### config.mk
export PLATFORM = sky130hd
export DESIGN_NAME = csa42_reduce_top
export DESIGN_NICKNAME = d
export VERILOG_FILES = /design/src/rtl/csa42_pkg.sv /design/src/rtl/csa42_cell.sv /design/src/rtl/csa42_row.sv /design/src/rtl/csa42_cla.sv /design/src/rtl/csa42_reduce_top.sv
export SDC_FILE = /design/constraint.sdc
export NUM_CORES = 1
export LEC_CHECK = 0
export BUFFER_PORTS_ARGS = -buffer_cell sky130_fd_sc_hd__buf_2
export CELL_PAD_IN_SITES_DETAIL_PLACEMENT = 0
export CELL_PAD_IN_SITES_GLOBAL_PLACEMENT = 1
export CORE_MARGIN = 2
export CORE_UTILIZATION = 38
export CTS_BUF_LIST = sky130_fd_sc_hd__clkbuf_4
export DETAILED_ROUTE_END_ITERATION = 6
export PLACE_DENSITY_LB_ADDON = 0.1
export SYNTH_ARGS = -nofsm -noshare
export SYNTH_HDL_FRONTEND = slang
export SYNTH_SLANG_ARGS = --single-unit
### constraint.sdc
create_clock -name clk -period 7.3 [get_ports clk]
set_input_delay 0 -clock clk [delete_from_list [all_inputs] [get_ports clk]]
set_output_delay 0 -clock clk [all_outputs]
set_load 0.01 [all_outputs]
### src/rtl/csa42_pkg.sv
package csa42_pkg;
  localparam int ROW_W  = 38;
  localparam int N_ROWS = 10;

  // Reference total of packed rows, used only by the checker.
  function automatic logic [ROW_W-1:0] ref_total(input logic [N_ROWS*ROW_W-1:0] rows);
    logic [ROW_W-1:0] acc;
    acc = '0;
    for (int k = 0; k < N_ROWS; k++) acc = acc + rows[k*ROW_W +: ROW_W];
    return acc;
  endfunction
endpackage

### src/rtl/csa42_cell.sv
// One 4-2 compressor bit: s + 2*cy + 2*xo == a + b + c + d + xi.
// xo depends only on a, b, c, so side carries never ripple.
module csa42_cell (
  input  logic a,
  input  logic b,
  input  logic c,
  input  logic d,
  input  logic xi,
  output logic s,
  output logic cy,
  output logic xo
);
  logic t;
  always_comb begin
    t  = a ^ b ^ c;
    xo = (a & b) | (a & c) | (b & c);
    s  = t ^ d ^ xi;
    cy = (t & d) | (t & xi) | (d & xi);
  end
endmodule

### src/rtl/csa42_row.sv
// A row of compressor cells; side carries chain upward, bit 0 side input is zero.
// The top bit keeps only its sum, so carries past the MSB are dropped.
module csa42_row #(
  parameter int W = 38
) (
  input  logic [W-1:0] a,
  input  logic [W-1:0] b,
  input  logic [W-1:0] c,
  input  logic [W-1:0] d,
  output logic [W-1:0] s,
  output logic [W-1:0] cy
);
  logic [W-1:0] xin;
  logic [W-2:0] xout;
  logic [W-2:0] cbit;

  assign xin = {xout, 1'b0};
  assign cy  = {cbit, 1'b0};

  for (genvar i = 0; i < W; i++) begin : g_bit
    if (i < W - 1) begin : g_full
      csa42_cell u_cell (
        .a(a[i]), .b(b[i]), .c(c[i]), .d(d[i]), .xi(xin[i]),
        .s(s[i]), .cy(cbit[i]), .xo(xout[i])
      );
    end else begin : g_msb
      assign s[i] = a[i] ^ b[i] ^ c[i] ^ d[i] ^ xin[i];
    end
  end
endmodule

### src/rtl/csa42_cla.sv
// Block carry-lookahead adder: full lookahead inside each group,
// group generate/propagate passed between groups. Output is mod 2^W.
module csa42_cla #(
  parameter int W  = 38,
  parameter int GW = 4
) (
  input  logic [W-1:0] a,
  input  logic [W-1:0] b,
  output logic [W-1:0] s
);
  localparam int NG = (W + GW - 1) / GW;

  logic [NG-1:0] gcin;
  assign gcin[0] = 1'b0;

  for (genvar k = 0; k < NG; k++) begin : g_grp
    localparam int LO = k * GW;
    localparam int BW = ((W - LO) < GW) ? (W - LO) : GW;
    logic [BW-1:0] pp, cc;

    assign pp = a[LO +: BW] ^ b[LO +: BW];

    always_comb begin
      for (int j = 0; j < BW; j++) begin
        cc[j] = 1'b0;
        for (int i = 0; i <= j; i++) begin
          logic t;
          t = (i == 0) ? gcin[k] : (a[LO+i-1] & b[LO+i-1]);
          for (int m = i; m < j; m++) t = t & pp[m];
          cc[j] = cc[j] | t;
        end
      end
    end

    assign s[LO +: BW] = pp ^ cc;

    if (k < NG - 1) begin : g_next
      logic grp_g;
      always_comb begin
        grp_g = 1'b0;
        for (int i = 0; i < BW; i++) begin
          logic t;
          t = a[LO+i] & b[LO+i];
          for (int m = i + 1; m < BW; m++) t = t & pp[m];
          grp_g = grp_g | t;
        end
      end
      assign gcin[k+1] = grp_g | ((&pp) & gcin[k]);
    end
  end
endmodule

### src/rtl/csa42_reduce_top.sv
module csa42_reduce_top #(
  parameter int W  = csa42_pkg::ROW_W,
  parameter int GW = 4
) (
  input  logic                               clk,
  input  logic                               rst,
  input  logic [csa42_pkg::N_ROWS*W-1:0]     rows_i,
  output logic [W-1:0]                       sum_o
);
  localparam int NR = csa42_pkg::N_ROWS;

  logic [W-1:0] row [NR];
  for (genvar k = 0; k < NR; k++) begin : g_unpack
    assign row[k] = rows_i[k*W +: W];
  end

  // Level 1: two compressor rows on rows 0..7
  logic [W-1:0] l1_s [2];
  logic [W-1:0] l1_c [2];
  for (genvar q = 0; q < 2; q++) begin : g_lvl1
    csa42_row #(.W(W)) u_row (
      .a(row[4*q]), .b(row[4*q+1]), .c(row[4*q+2]), .d(row[4*q+3]),
      .s(l1_s[q]), .cy(l1_c[q])
    );
  end

  // Level 2: one compressor row on the four level-1 vectors
  logic [W-1:0] l2_s, l2_c;
  csa42_row #(.W(W)) u_lvl2 (
    .a(l1_s[0]), .b(l1_c[0]), .c(l1_s[1]), .d(l1_c[1]),
    .s(l2_s), .cy(l2_c)
  );

  // Level 3: merge with untouched rows 8 and 9
  logic [W-1:0] l3_s, l3_c;
  csa42_row #(.W(W)) u_lvl3 (
    .a(l2_s), .b(l2_c), .c(row[8]), .d(row[9]),
    .s(l3_s), .cy(l3_c)
  );

  logic [W-1:0] total;
  csa42_cla #(.W(W), .GW(GW)) u_cla (
    .a(l3_s), .b(l3_c), .s(total)
  );

  always_ff @(posedge clk) begin
    if (rst) sum_o <= '0;
    else     sum_o <= total;
  end
endmodule


# --- Yosys cells after proc, flatten, opt, wreduce, memory -nomap -nowiden ---
# Cells that the tools add are included.
classes:
  add_sub_neg: 0
  mul: 0
  div: 0
  order_cmp: 0
  n_eq_ne: 0
  shifts: 0
  muxes: 0
  n_bitwise: 2275
  reduce_logical: 8
op_table:
  columns: ["cell", "n"]
  rows:
  - ["$and 1x1->1", 993]
  - ["$or 1x1->1", 662]
  - ["$xor 1x1->1", 600]
  - ["$xor 4x4->4", 18]
  - ["$reduce_and 4->1", 8]
  - ["$xor 2x2->2", 2]
totals:
  register_bits: 38
  latch_bits: 0
  ramBits: 0
  romBits: 0
  out_inout_bits: 38
  word_cells: 2284
  mem_count: 0

# --- Longest topological paths before layout ---
# Gate-level depths: netlist of run 1.
logic_depth:
  word_depth: 45
  depth_mapped: 26
  ltp_nobuf: 26

# --- Hierarchy ---
# A second synthesis of run 1 with hierarchy kept.
hier_totals:
  cells_unflattened: 1759
  hier_area_um2: 13329.0
by_module_without_submodules:
  columns: ["module", "n_inst", "cells_per_inst", "area_per_inst_um2"]
  rows:
  - ["csa42_cell", 148, 10, 70.1]
  - ["csa42_cla", 1, 179, 1541.5]
  - ["csa42_reduce_top", 1, 80, 1212.4]
  - ["csa42_row", 4, 5, 51.3]

# --- Worst setup path before layout of run 1 ---
# Ideal clock, no wire load.
synth_path:
  path_type: "in2reg"
  startpoint: "input port rows_i[4] (netlist name)"
  endpoint: "register sum_o[37]"
  setup_ns: 0.128
  arrival_time_ns: 6.281
  path_slack_ns: 0.892
  path_stages: 26
  n_path_buf: 0
  path_cell_list: "fa_1 -> inv_1 -> fa_1 -> inv_1 -> fa_1 -> inv_1 -> fa_1 -> inv_1 -> fa_1 -> inv_1 -> fa_1 -> inv_1 -> ha_1 -> o211a_1 -> o21ai_2 -> a2111o_1 -> a311oi_1 -> a41oi_1 -> o31a_1 -> fa_1 -> xor2_1 -> xnor2_1 -> xnor2_1 -> xnor2_1 -> xnor2_1 -> nor2_1"
synth_between:
  elab_chain_cells: 40
  elab_cells_between_ends: 181
synth_lines:
  columns: ["item", "line_no", "text"]
  rows:
  - ["start: declaration", "csa42_reduce_top.sv:7", "input logic [csa42_pkg::N_ROWS*W-1:0] rows_i,"]
  - ["$and 1x1->1 / $xor 1x1->1 (equally long branches)", "csa42_cell.sv:16, csa42_cell.sv:15", null]
  - ["$or 1x1->1 / $xor 1x1->1 (equally long branches)", "csa42_cell.sv:16, csa42_cell.sv:15", null]
  - ["$or 1x1->1 / $and 1x1->1 (equally long branches)", "csa42_cell.sv:16, csa42_cell.sv:18", null]
  - ["$and 1x1->1 / $or 1x1->1 (equally long branches)", "csa42_cell.sv:18", "cy = (t & d) | (t & xi) | (d & xi);"]
  - ["$or 1x1->1", "csa42_cell.sv:18", null]
  - ["$or 1x1->1 / $and 1x1->1 (equally long branches)", "csa42_cell.sv:18, csa42_cell.sv:16", null]
  - ["$and 1x1->1, or another cell as far along", "csa42_cell.sv:16", "xo = (a & b) | (a & c) | (b & c);"]
  - ["$or 1x1->1 / $xor 1x1->1 (equally long branches)", "csa42_cell.sv:16, csa42_cell.sv:15", null]
  - ["(+24 left out)", null, null]
  - ["$or 1x1->1 (*)", "csa42_cla.sv:48", "assign gcin[k+1] = grp_g | ((&pp) & gcin[k]);"]
  - ["$and 1x1->1 (*)", "csa42_cla.sv:48", null]
  - ["$or 1x1->1 (*)", "csa42_cla.sv:48", null]
  - ["$and 1x1->1 (*)", "csa42_cla.sv:48", null]
  - ["$or 1x1->1 (*)", "csa42_cla.sv:48", null]
  - ["$and 1x1->1 (*)", "csa42_cla.sv:29", "for (int m = i; m < j; m++) t = t & pp[m];"]
  - ["$or 1x1->1 (*)", "csa42_cla.sv:30", "cc[j] = cc[j] | t;"]
  - ["$xor 2x2->2 (*)", "csa42_cla.sv:35", "assign s[LO +: BW] = pp ^ cc;"]
  - ["end signal: assignment", "csa42_reduce_top.sv:48", "else sum_o <= total;"]
  - ["end: declaration", "csa42_reduce_top.sv:8", "output logic [W-1:0] sum_o"]
# Mark *: on every way between the ends. The rest lies on a longest branch, timed or not.
# A chain may end at the register's enable or synchronous reset.

# --- Worst setup path after layout of run 1 ---
# Same ends and word-level chain as after synthesis.

==> metrics.md, run 1 <==
| Metric | Value |
|---|---|
| Status | finished clean |
| CTS H-tree lvls | 2 |
| Worst-path clk slew | 120 ps |
| Netlist cell types | 33 |
| Worst-Margin Slew | around 740 ps |
| Cell Area, Placed | between 10,000 and 15,000 um2 |
| Main combinational cell family by area after synthesis | adder cells |
| Synth Area in Simple Gates | about 3.4% |
| Register area | between 700 and 800 um2 |
| Syn nets | roughly 1.6k |
| Worst path most repeated cell | fa_1 |
| RSZ-0062 raised after global routing | false |
| Ports | between 400 and 500 |
| Mux share of post-synthesis cell area | 0% |
| Worst hold slack | between 90 and 100 ps |
| Initial core utilization | 38.28% |
| Worst Setup Start Kind | input port |
| Cell accounting for the most synthesized area | fa_1 |
| Vias per cell | between 4 and 5 |
| First-pass GRT wire length | roughly 35,000 um |
| Layout area overhead | 26.80% |
| Drt drc | 0 |
| Max reg flops | 38 |
| Per-cell routed wire length | 13.00 um |
| Final HPWL DP | roughly 21,000 um |
| Min cycle time layout | 6600 ps |
| Num CTS Buffers | 5 |
| CP arrival | approximately 7000 ps |
| Footprint of the multi-input gates | 7629 um2 |
| FILL cells | 2,451 |
| Main synth FF type | dfxtp_1 |
| Crit-path slowest cell | fa_1 |
| Sequential-to-total area share from yosys stat | 7.960% |
| Hold WC Path Type | in2reg |
| CTS sink cnt | 38 |
| Pre-antenna DRT Iters | 4 |
| Largest reg by FF count | sum_o |
| Max Root-Sink Buffers | 2 |
| Die Wd | between 150 and 200 um |
| Final setup fails | 0 |
| Post-Synth Adder-Cell Area | 69.18% |
| Synth top area share | between 60% and 70% |
| Fin crit share | 90.41% |
| Global-route usage over all layers | between 10% and 20% |
| Vias | a little under 7k |
| Layout net count | between 2k and 2.5k |
| Post-CTS resize count | 0 |
| Critical Path RT | between 7000 and 8000 ps |
| Pin count of the biggest net entering global routing | 39 |
| Post-synthesis instance area | between 9000 and 10,000 um2 |
| Gp weighted congestion | slightly above 0.8 |
| Syn avg cell area | about 11 um2 |
| Final hold vios | 0 |
| Routed Antenna Nets | 0 |
| Initial antenna violation count | 2 |
| Die area | approximately 26,000 um2 |
| Regs by FF count | sum_o x38 |
| Area contributors post-synth | fa_1 63%, inv_1 12%, dfxtp_1 8.0%, ha_1 6.5%, xnor2_1 2.7% |
| CP max stage delay | about 570 ps |
| Max-Cap Viols | 0 |
| Max Clk Rate | 151.5 MHz |
| Critical path type | in2reg |
| WL final | 20,980 um |
| Max Slew Vio Count | 0 |
| Total gr overflow | 0 |
| Mapped Cells | roughly 860 |
| Initial DRC Count | between 100 and 150 |
| Layout cells sized above 1 | between 30 and 40% |
| Setup bufs post-CTS | 0 |
| Fin area | between 10,000 and 15,000 um2 |
| Xor/xnor share of the synthesized area | under 10% |
| Clk root buf | clkbuf_4 |
| IO buf count | 419 |
| Post-CTS Hold Fix Bufs | 1 |
| Worst rel slew slack | between 50% and 60% |
| Ys async rst share | 0% |
| Yosys warning count | 0 |
| Critical Path Fanout Max | 2 |
| CTS tree | built |
| Chip height | between 150 and 200 um |
| Rows | 58 |
| Post-synthesis register bit count | 38 |
| Crit. End Element | flip-flop |
| Core area | about 25,000 um2 |
| Vias in the first global route | between 7k and 8k |
| Number of flops mapped to enable cells by yosys | 0 |
| Compound-gate portion of the synthesized area | about 3.4% |
| Setup TNS | 0 ps |
## cells in the final DEF (no fill, tap or decap), types with 2 or more instances in the layout
master / n
fa_1: 299
ha_1: 50
buf_2: 419
a211oi_1: 2
xnor2_1: 30
nand2b_1: 8
nor3_1: 2
nand2_1: 5
nor2_1: 36
dfxtp_1: 38
xor2_1: 13
o21ai_0: 11
a21o_1: 6
a21oi_1: 18
nor2b_1: 9
clkbuf_4: 5
inv_1: 307
nand4_1: 5
## cell type report
cell class	instances	share of cell area, %
multi-input combinational	510	62.95
timing repair buffer	420	17.39
tap	330	3.407
clock inverter	3	0.1342
sequential	38	6.278
antenna	1	0.02065
inverter	307	9.510
clock buffer	5	0.3098
## synth_stat cells (2+ instances only)
cell      instances
a211oi_1          2
a21o_1            6
a21oi_1          18
clkbuf_1          4
dfxtp_1          38
fa_1            299
ha_1             50
inv_1           307
nand2_1           5
nand2b_1          8
nand4_1           5
nor2_1           36
nor2b_1           9
nor3_1            2
o21ai_0          11
xnor2_1          30
xor2_1           13
## cells by family (layout without fill, tap and decap cells)
family	Yosys count	after routing
XOR/XNOR	43	43
AO/OA/AOI/OAI	50	50
AND/OR/NAND/NOR	68	68
other	0	1
adder cells (fa/ha/maj)	349	349
flip-flops	38	38
buffers and inverters	311	735
## critical path, delay by kind of cell
family                     cells  cell delay (ps)
and+or+nand+nor                1               50
xor gates and xnor gates       5              780
buffers and inverters          7              450
AOI/OAI and AO/OA              6             1650
adders and majority gates      8             3910
## path summary, 6_finish.rpt
check | slack [ps] | endpoint | start | cells after the start
hold / removal | 100 | sum_o[0] | rows_i[304] | 4
setup / recovery | 700 | sum_o[37] | rows_i[4] | 27
## routing by layer
layer	track usage [%]	vias to the layer above	share of wire, %
met5	0	-	0
met4	2.051	0	0.65
met3	3.769	8	8.8
met2	31.53	236	53
met1	19.63	3274	37
li1	-	3235	-
## through the flow
stage / utilization (%) / setup WS [ps] / instances
after CTS: 48.53 / 618.8 / 1613
after global routing: 48.54 / 250.4 / 1614
after floorplan: - / 891.6 / 859
after detailed placement: 48.28 / 268.4 / 1604
final: 48.54 / 699.8 / 1614
after global placement: 48.28 / 340.9 / 1604
Power of run 1 is left out: the tool's default activity adds up to more than one toggle a clock period on the data nets, which glitch-free logic cannot reach.
==> run 2: changes to the inputs <==
--- a/config.mk
+++ b/config.mk
@@ -12,7 +12,8 @@
 export CORE_UTILIZATION = 38
 export CTS_BUF_LIST = sky130_fd_sc_hd__clkbuf_4
 export DETAILED_ROUTE_END_ITERATION = 6
-export PLACE_DENSITY_LB_ADDON = 0.1
+export PLACE_DENSITY_LB_ADDON = 0.2
+export SLEW_MARGIN = 30
 export SYNTH_ARGS = -nofsm -noshare
 export SYNTH_HDL_FRONTEND = slang
 export SYNTH_SLANG_ARGS = --single-unit
==> metrics.md, run 2 (synthesis gave the netlist of run 1 again) <==
| Metric | Value |
|---|---|
| Worst-path clk slew | 120 ps (about the same) |
| First-pass GRT wire length | 34,240 um (was 34,810 um) |
| Layout area overhead | 26.80% (unchanged) |
| Hold WC Path Type | in2reg (unchanged) |
| Max Slew Vio Count | 0 (unchanged) |
| Initial core utilization | 38.28% (unchanged) |
| Critical Path Fanout Max | 2 (unchanged) |
| Vias in the first global route | 7,424 (was 7,444) |
| CTS tree | built (unchanged) |
| Min cycle time layout | 6683 ps (was 6600 ps) |
| Layout cells sized above 1 | 33.59% (unchanged) |
| Die area | 26,430 um2 (unchanged) |
| Most frequent cells in the layout | 419 x buf_2, 307 x inv_1, 299 x fa_1 (unchanged) |
| Gp weighted congestion | 0.7872 (was 0.8065) |
| Regs by FF count | sum_o x38 (unchanged) |
| Die Wd | 162.6 um (unchanged) |
| FILL cells | 2,454 (was 2,451) |
| Drt drc | 0 (unchanged) |
| CP max stage delay | 560 ps (was 570 ps) |
| Total gr overflow | 0 (unchanged) |
| Initial DRC Count | 93 (was 137) |
| Num CTS Buffers | 5 (unchanged) |
| Max-Cap Viols | 0 (unchanged) |
| IO buf count | 419 (unchanged) |
| Worst Setup Start Kind | input port (unchanged) |
| Largest reg by FF count | sum_o (unchanged) |
| RSZ-0062 raised after global routing | false (unchanged) |
| Pin count of the biggest net entering global routing | 39 (unchanged) |
| Max reg flops | 38 (unchanged) |
| Max Root-Sink Buffers | 2 (unchanged) |
| CTS sink cnt | 38 (unchanged) |
| Vias per cell | 4.235 (was 4.184) |
| Initial antenna violation count | 4 (was 2) |
| Setup bufs post-CTS | 0 (unchanged) |
| Clk root buf | clkbuf_4 (unchanged) |
| Chip height | 162.6 um (unchanged) |
| Core area | 24,960 um2 (unchanged) |
| Status | finished clean (unchanged) |
| Worst-Margin Slew | 717.2 ps (was 738.6 ps) |
| CTS H-tree lvls | 2 (unchanged) |
| Worst rel slew slack | 50.95% (was 50.76%) |
| Fin crit share | 91.55% (was 90.41%) |
| CP arrival | 6910 ps (was 6830 ps) |
| Per-cell routed wire length | 13.02 um (was 13.00 um) |
| Register area | 760.7 um2 (unchanged) |
| WL final | 21,010 um (was 20,980 um) |
| Final hold vios | 0 (unchanged) |
| Most common cell after layout, fill and taps aside | buf_2 (unchanged) |
| Footprint of the multi-input gates | 7629 um2 (unchanged) |
| Rows | 58 (unchanged) |
| Max Clk Rate | 149.6 MHz (was 151.5 MHz) |
| Crit. End Element | flip-flop (unchanged) |
| Layout net count | 2,013 (unchanged) |
| Setup TNS | 0 ps (unchanged) |
| Routed Antenna Nets | 0 (unchanged) |
| CP top delay family | adder cells (unchanged) |
| Pre-antenna DRT Iters | 4 (unchanged) |
| Ports | 420 (unchanged) |
| Final setup fails | 0 (unchanged) |
| Critical Path RT | 7520 ps (was 7530 ps) |
| Worst path most repeated cell | fa_1 (unchanged) |
| Final HPWL DP | 20,740 um (was 20,730 um) |
| Vias | 6,836 (was 6,753) |
| Global-route usage over all layers | 16.45% (was 16.60%) |
| Buf+Inv Stages, Crit Path | 7 (unchanged) |
| Critical path type | in2reg (unchanged) |
| Crit-path slowest cell | fa_1 (unchanged) |
## run 2: cell counts in the layout (fill, tap and decap cells not counted)
Identical to the previous run, type by type.
## run 2: worst paths after layout
check / from / endpoint / slack (ps) / cells after the start
setup / recovery: rows_i[4] / sum_o[37] / 620 / 27
hold / removal: rows_i[304] / sum_o[0] / 100 / 4
## run 2: layout make-up
type | count | share of cell area, %
multi-input cells | 510 | 62.95
repair buffers | 420 | 17.39
inverters | 307 | 9.510
flip-flops and latches | 38 | 6.278
well taps | 330 | 3.407
clock buffers | 5 | 0.3098
clock inverters | 3 | 0.1342
diodes | 1 | 0.02065
## run 2: repair_timing
action | CTS | global route
endpoints found under the hold margin | 1 | 0
gates resized for setup | 0 | 0
hold buffers | 1 | 0
setup endpoints to repair | 0 | 0
## run 2: per-layer routing
layer	wire length (um)	vias to the layer above	global-route usage (%)
met3	1741	18	3.412
li1	-	3237	-
met5	25	-	0
met4	228	4	2.695
met2	11570	242	31.68
met1	7446	3335	19.01
## run 2: metrics by stage
step	utilization [%]	worst slack, ps	std cells	instance area [um2]	hold WS [ps]
floorplan	-	891.6	859	9557	233.9
global route	48.54	195.7	1614	12120	97.98
finish	48.54	617.2	1614	12120	101.9
global placement	48.28	247.4	1604	12050	342.0
detailed placement	48.28	138.4	1604	12050	343.7
CTS	48.53	513.4	1613	12120	73.15
Power of run 2 is left out for the same reason.
==> run 3: changes to the inputs <==
--- a/config.mk
+++ b/config.mk
@@ -8,8 +8,9 @@
 export BUFFER_PORTS_ARGS = -buffer_cell sky130_fd_sc_hd__buf_2
 export CELL_PAD_IN_SITES_DETAIL_PLACEMENT = 0
 export CELL_PAD_IN_SITES_GLOBAL_PLACEMENT = 1
+export CORE_ASPECT_RATIO = 1.2
 export CORE_MARGIN = 2
-export CORE_UTILIZATION = 38
+export CORE_UTILIZATION = 28
 export CTS_BUF_LIST = sky130_fd_sc_hd__clkbuf_4
 export DETAILED_ROUTE_END_ITERATION = 6
 export PLACE_DENSITY_LB_ADDON = 0.2
==> metrics.md, run 3 (synthesis gave the netlist of run 1 again) <==
| Metric | Value |
|---|---|
| Worst rel slew slack | 44.80% (was 50.95%) |
| CTS tree | built (unchanged) |
| Critical Path RT | 7560 ps (was 7520 ps) |
| Dpl ws | 60.19 ps (was 138.4 ps) |
| CTS H-tree lvls | 2 (unchanged) |
| Initial core utilization | 28.28% (was 38.28%) |
| Layout area overhead | 28.46% (was 26.80%) |
| Worst Setup Start Kind | input port (unchanged) |
| Num CTS Buffers | 5 (unchanged) |
| Fin crit share | 92.05% (was 91.55%) |
| CTS sink cnt | 38 (unchanged) |
| IO buf count | 419 (unchanged) |
| Vias per cell | 3.937 (was 4.235) |
| Max reg flops | 38 (unchanged) |
| FILL cells | 3,508 (was 2,454) |
| Core area | 33,790 um2 (was 24,960 um2) |
| Min cycle time layout | 6720 ps (was 6683 ps) |
| Largest reg by FF count | sum_o (unchanged) |
| Per-cell routed wire length | 13.25 um (was 13.02 um) |
| Routed Antenna Nets | 0 (unchanged) |
| Setup ws final | 580.2 ps (was 617.2 ps) |
| Vias | 6,851 (was 6,836) |
| Initial antenna violation count | 4 (unchanged) |
| Grt met1 use | 14.99% (was 19.01%) |
| Max Root-Sink Buffers | 2 (unchanged) |
| Rows | 74 (was 58) |
| Register area | 760.7 um2 (unchanged) |
| Initial DRC Count | 82 (was 93) |
| Global-route usage over all layers | 13.44% (was 16.45%) |
| Gp weighted congestion | 0.7881 (was 0.7872) |
| M2 GR Usage | 26.38% (was 31.68%) |
| Max-Cap Viols | 0 (unchanged) |
| Status | finished clean (unchanged) |
| Cell Area, Placed | 12,210 um2 (was 12,050 um2) |
| Chip height | 206.4 um (was 162.6 um) |
| Clk root buf | clkbuf_4 (unchanged) |
| Regs by FF count | sum_o x38 (unchanged) |
| Drt drc | 0 (unchanged) |
| Critical path type | in2reg (unchanged) |
| Total gr overflow | 0 (unchanged) |
| CP arrival | 6980 ps (was 6910 ps) |
| Fin area | 12,280 um2 (was 12,120 um2) |
| Crit. End Element | flip-flop (unchanged) |
| Most frequent cells in the layout | 419 x buf_2, 307 x inv_1, 299 x fa_1 (unchanged) |
| Final HPWL DP | 22,410 um (was 20,740 um) |
| Pin count of the biggest net entering global routing | 39 (unchanged) |
| Post-CTS resize count | 0 (unchanged) |
| Worst-path clk slew | 150 ps (was 120 ps) |
| GR Layer Usage met3 | 3.054% (was 3.412%) |
| Setup TNS | 0 ps (unchanged) |
| Layout cells sized above 1 | 33.59% (unchanged) |
| Hold WC Path Type | in2reg (unchanged) |
| Max Slew Vio Count | 0 (unchanged) |
| Final setup fails | 0 (unchanged) |
| WL final | 23,060 um (was 21,010 um) |
| Max Clk Rate | 148.8 MHz (was 149.6 MHz) |
| Pre-antenna DRT Iters | 4 (unchanged) |
| Most crowded layer after global routing | met2 (unchanged) |
| Vias in the first global route | 7,837 (was 7,424) |
| Final hold vios | 0 (unchanged) |
| Worst-Margin Slew | 828.0 ps (was 717.2 ps) |
| RSZ-0062 raised after global routing | false (unchanged) |
| Worst hold slack | 73.12 ps (was 101.9 ps) |
| Ports | 420 (unchanged) |
| Setup bufs post-CTS | 0 (unchanged) |
| Most common cell after layout, fill and taps aside | buf_2 (unchanged) |
| Die Wd | 172.7 um (was 162.6 um) |
| Footprint of the multi-input gates | 7630 um2 (was 7629 um2) |
| Die area | 35,630 um2 (was 26,430 um2) |
| First-pass GRT wire length | 37,980 um (was 34,240 um) |
| Critical Path Fanout Max | 2 (unchanged) |
| Layout net count | 2,013 (unchanged) |
run 3: final timing paths:
kind	slack [ps]	from	to	depth (start not counted)
max	580	rows_i[4]	sum_o[37]	27
min	70	rows_i[304]	sum_o[0]	4
run 3: what timing repair did:
| item | CTS | global route |
|---|---|---|
| hold buffers | 1 | 0 |
| endpoints found under the hold margin | 1 | 0 |
| setup endpoints to repair | 0 | 0 |
run 3: worst max-delay path, stage by stage:
cell and delay [ps]:
buf_2 110, fa_1 530, inv_1 60, fa_1 500, inv_1 50, fa_1 540
inv_1 60, fa_1 530, inv_1 50, fa_1 500, inv_1 50, fa_1 550
inv_1 60, ha_1 300, o211a_1 170, o21ai_2 80, a2111o_1 450, a311oi_1 460
a41oi_1 250, o31a_1 370, fa_1 440, xor2_1 160, xnor2_1 190, xnor2_1 160
xnor2_1 160, xnor2_1 130, nor2_1 50
run 3: metrics by stage:
| step | std cells | utilization, % |
|---|---|---|
| floorplan | 859 | - |
| global placement | 1730 | 36.13 |
| detailed placement | 1730 | 36.13 |
| CTS | 1739 | 36.32 |
| global route | 1740 | 36.33 |
| finish | 1740 | 36.33 |
run 3: metal layers:
metal / vias up / part of all wire (%) / wire, um
met1: 3368 / 36 / 8209
met2: 237 / 56 / 13020
met5: - / 0.061 / 14
met3: 9 / 7.1 / 1647
li1: 3235 / - / -
met4: 2 / 0.71 / 163
run 3: final cells by class:
class	instances	share of cell area, %
diodes	1	0.02038
inverters	307	9.386
multi-input cells	510	62.15
repair buffers	420	17.16
flip-flops and latches	38	6.196
well taps	456	4.647
clock buffers	5	0.3057
clock inverters	3	0.1325
Power of run 3 is left out for the same reason.
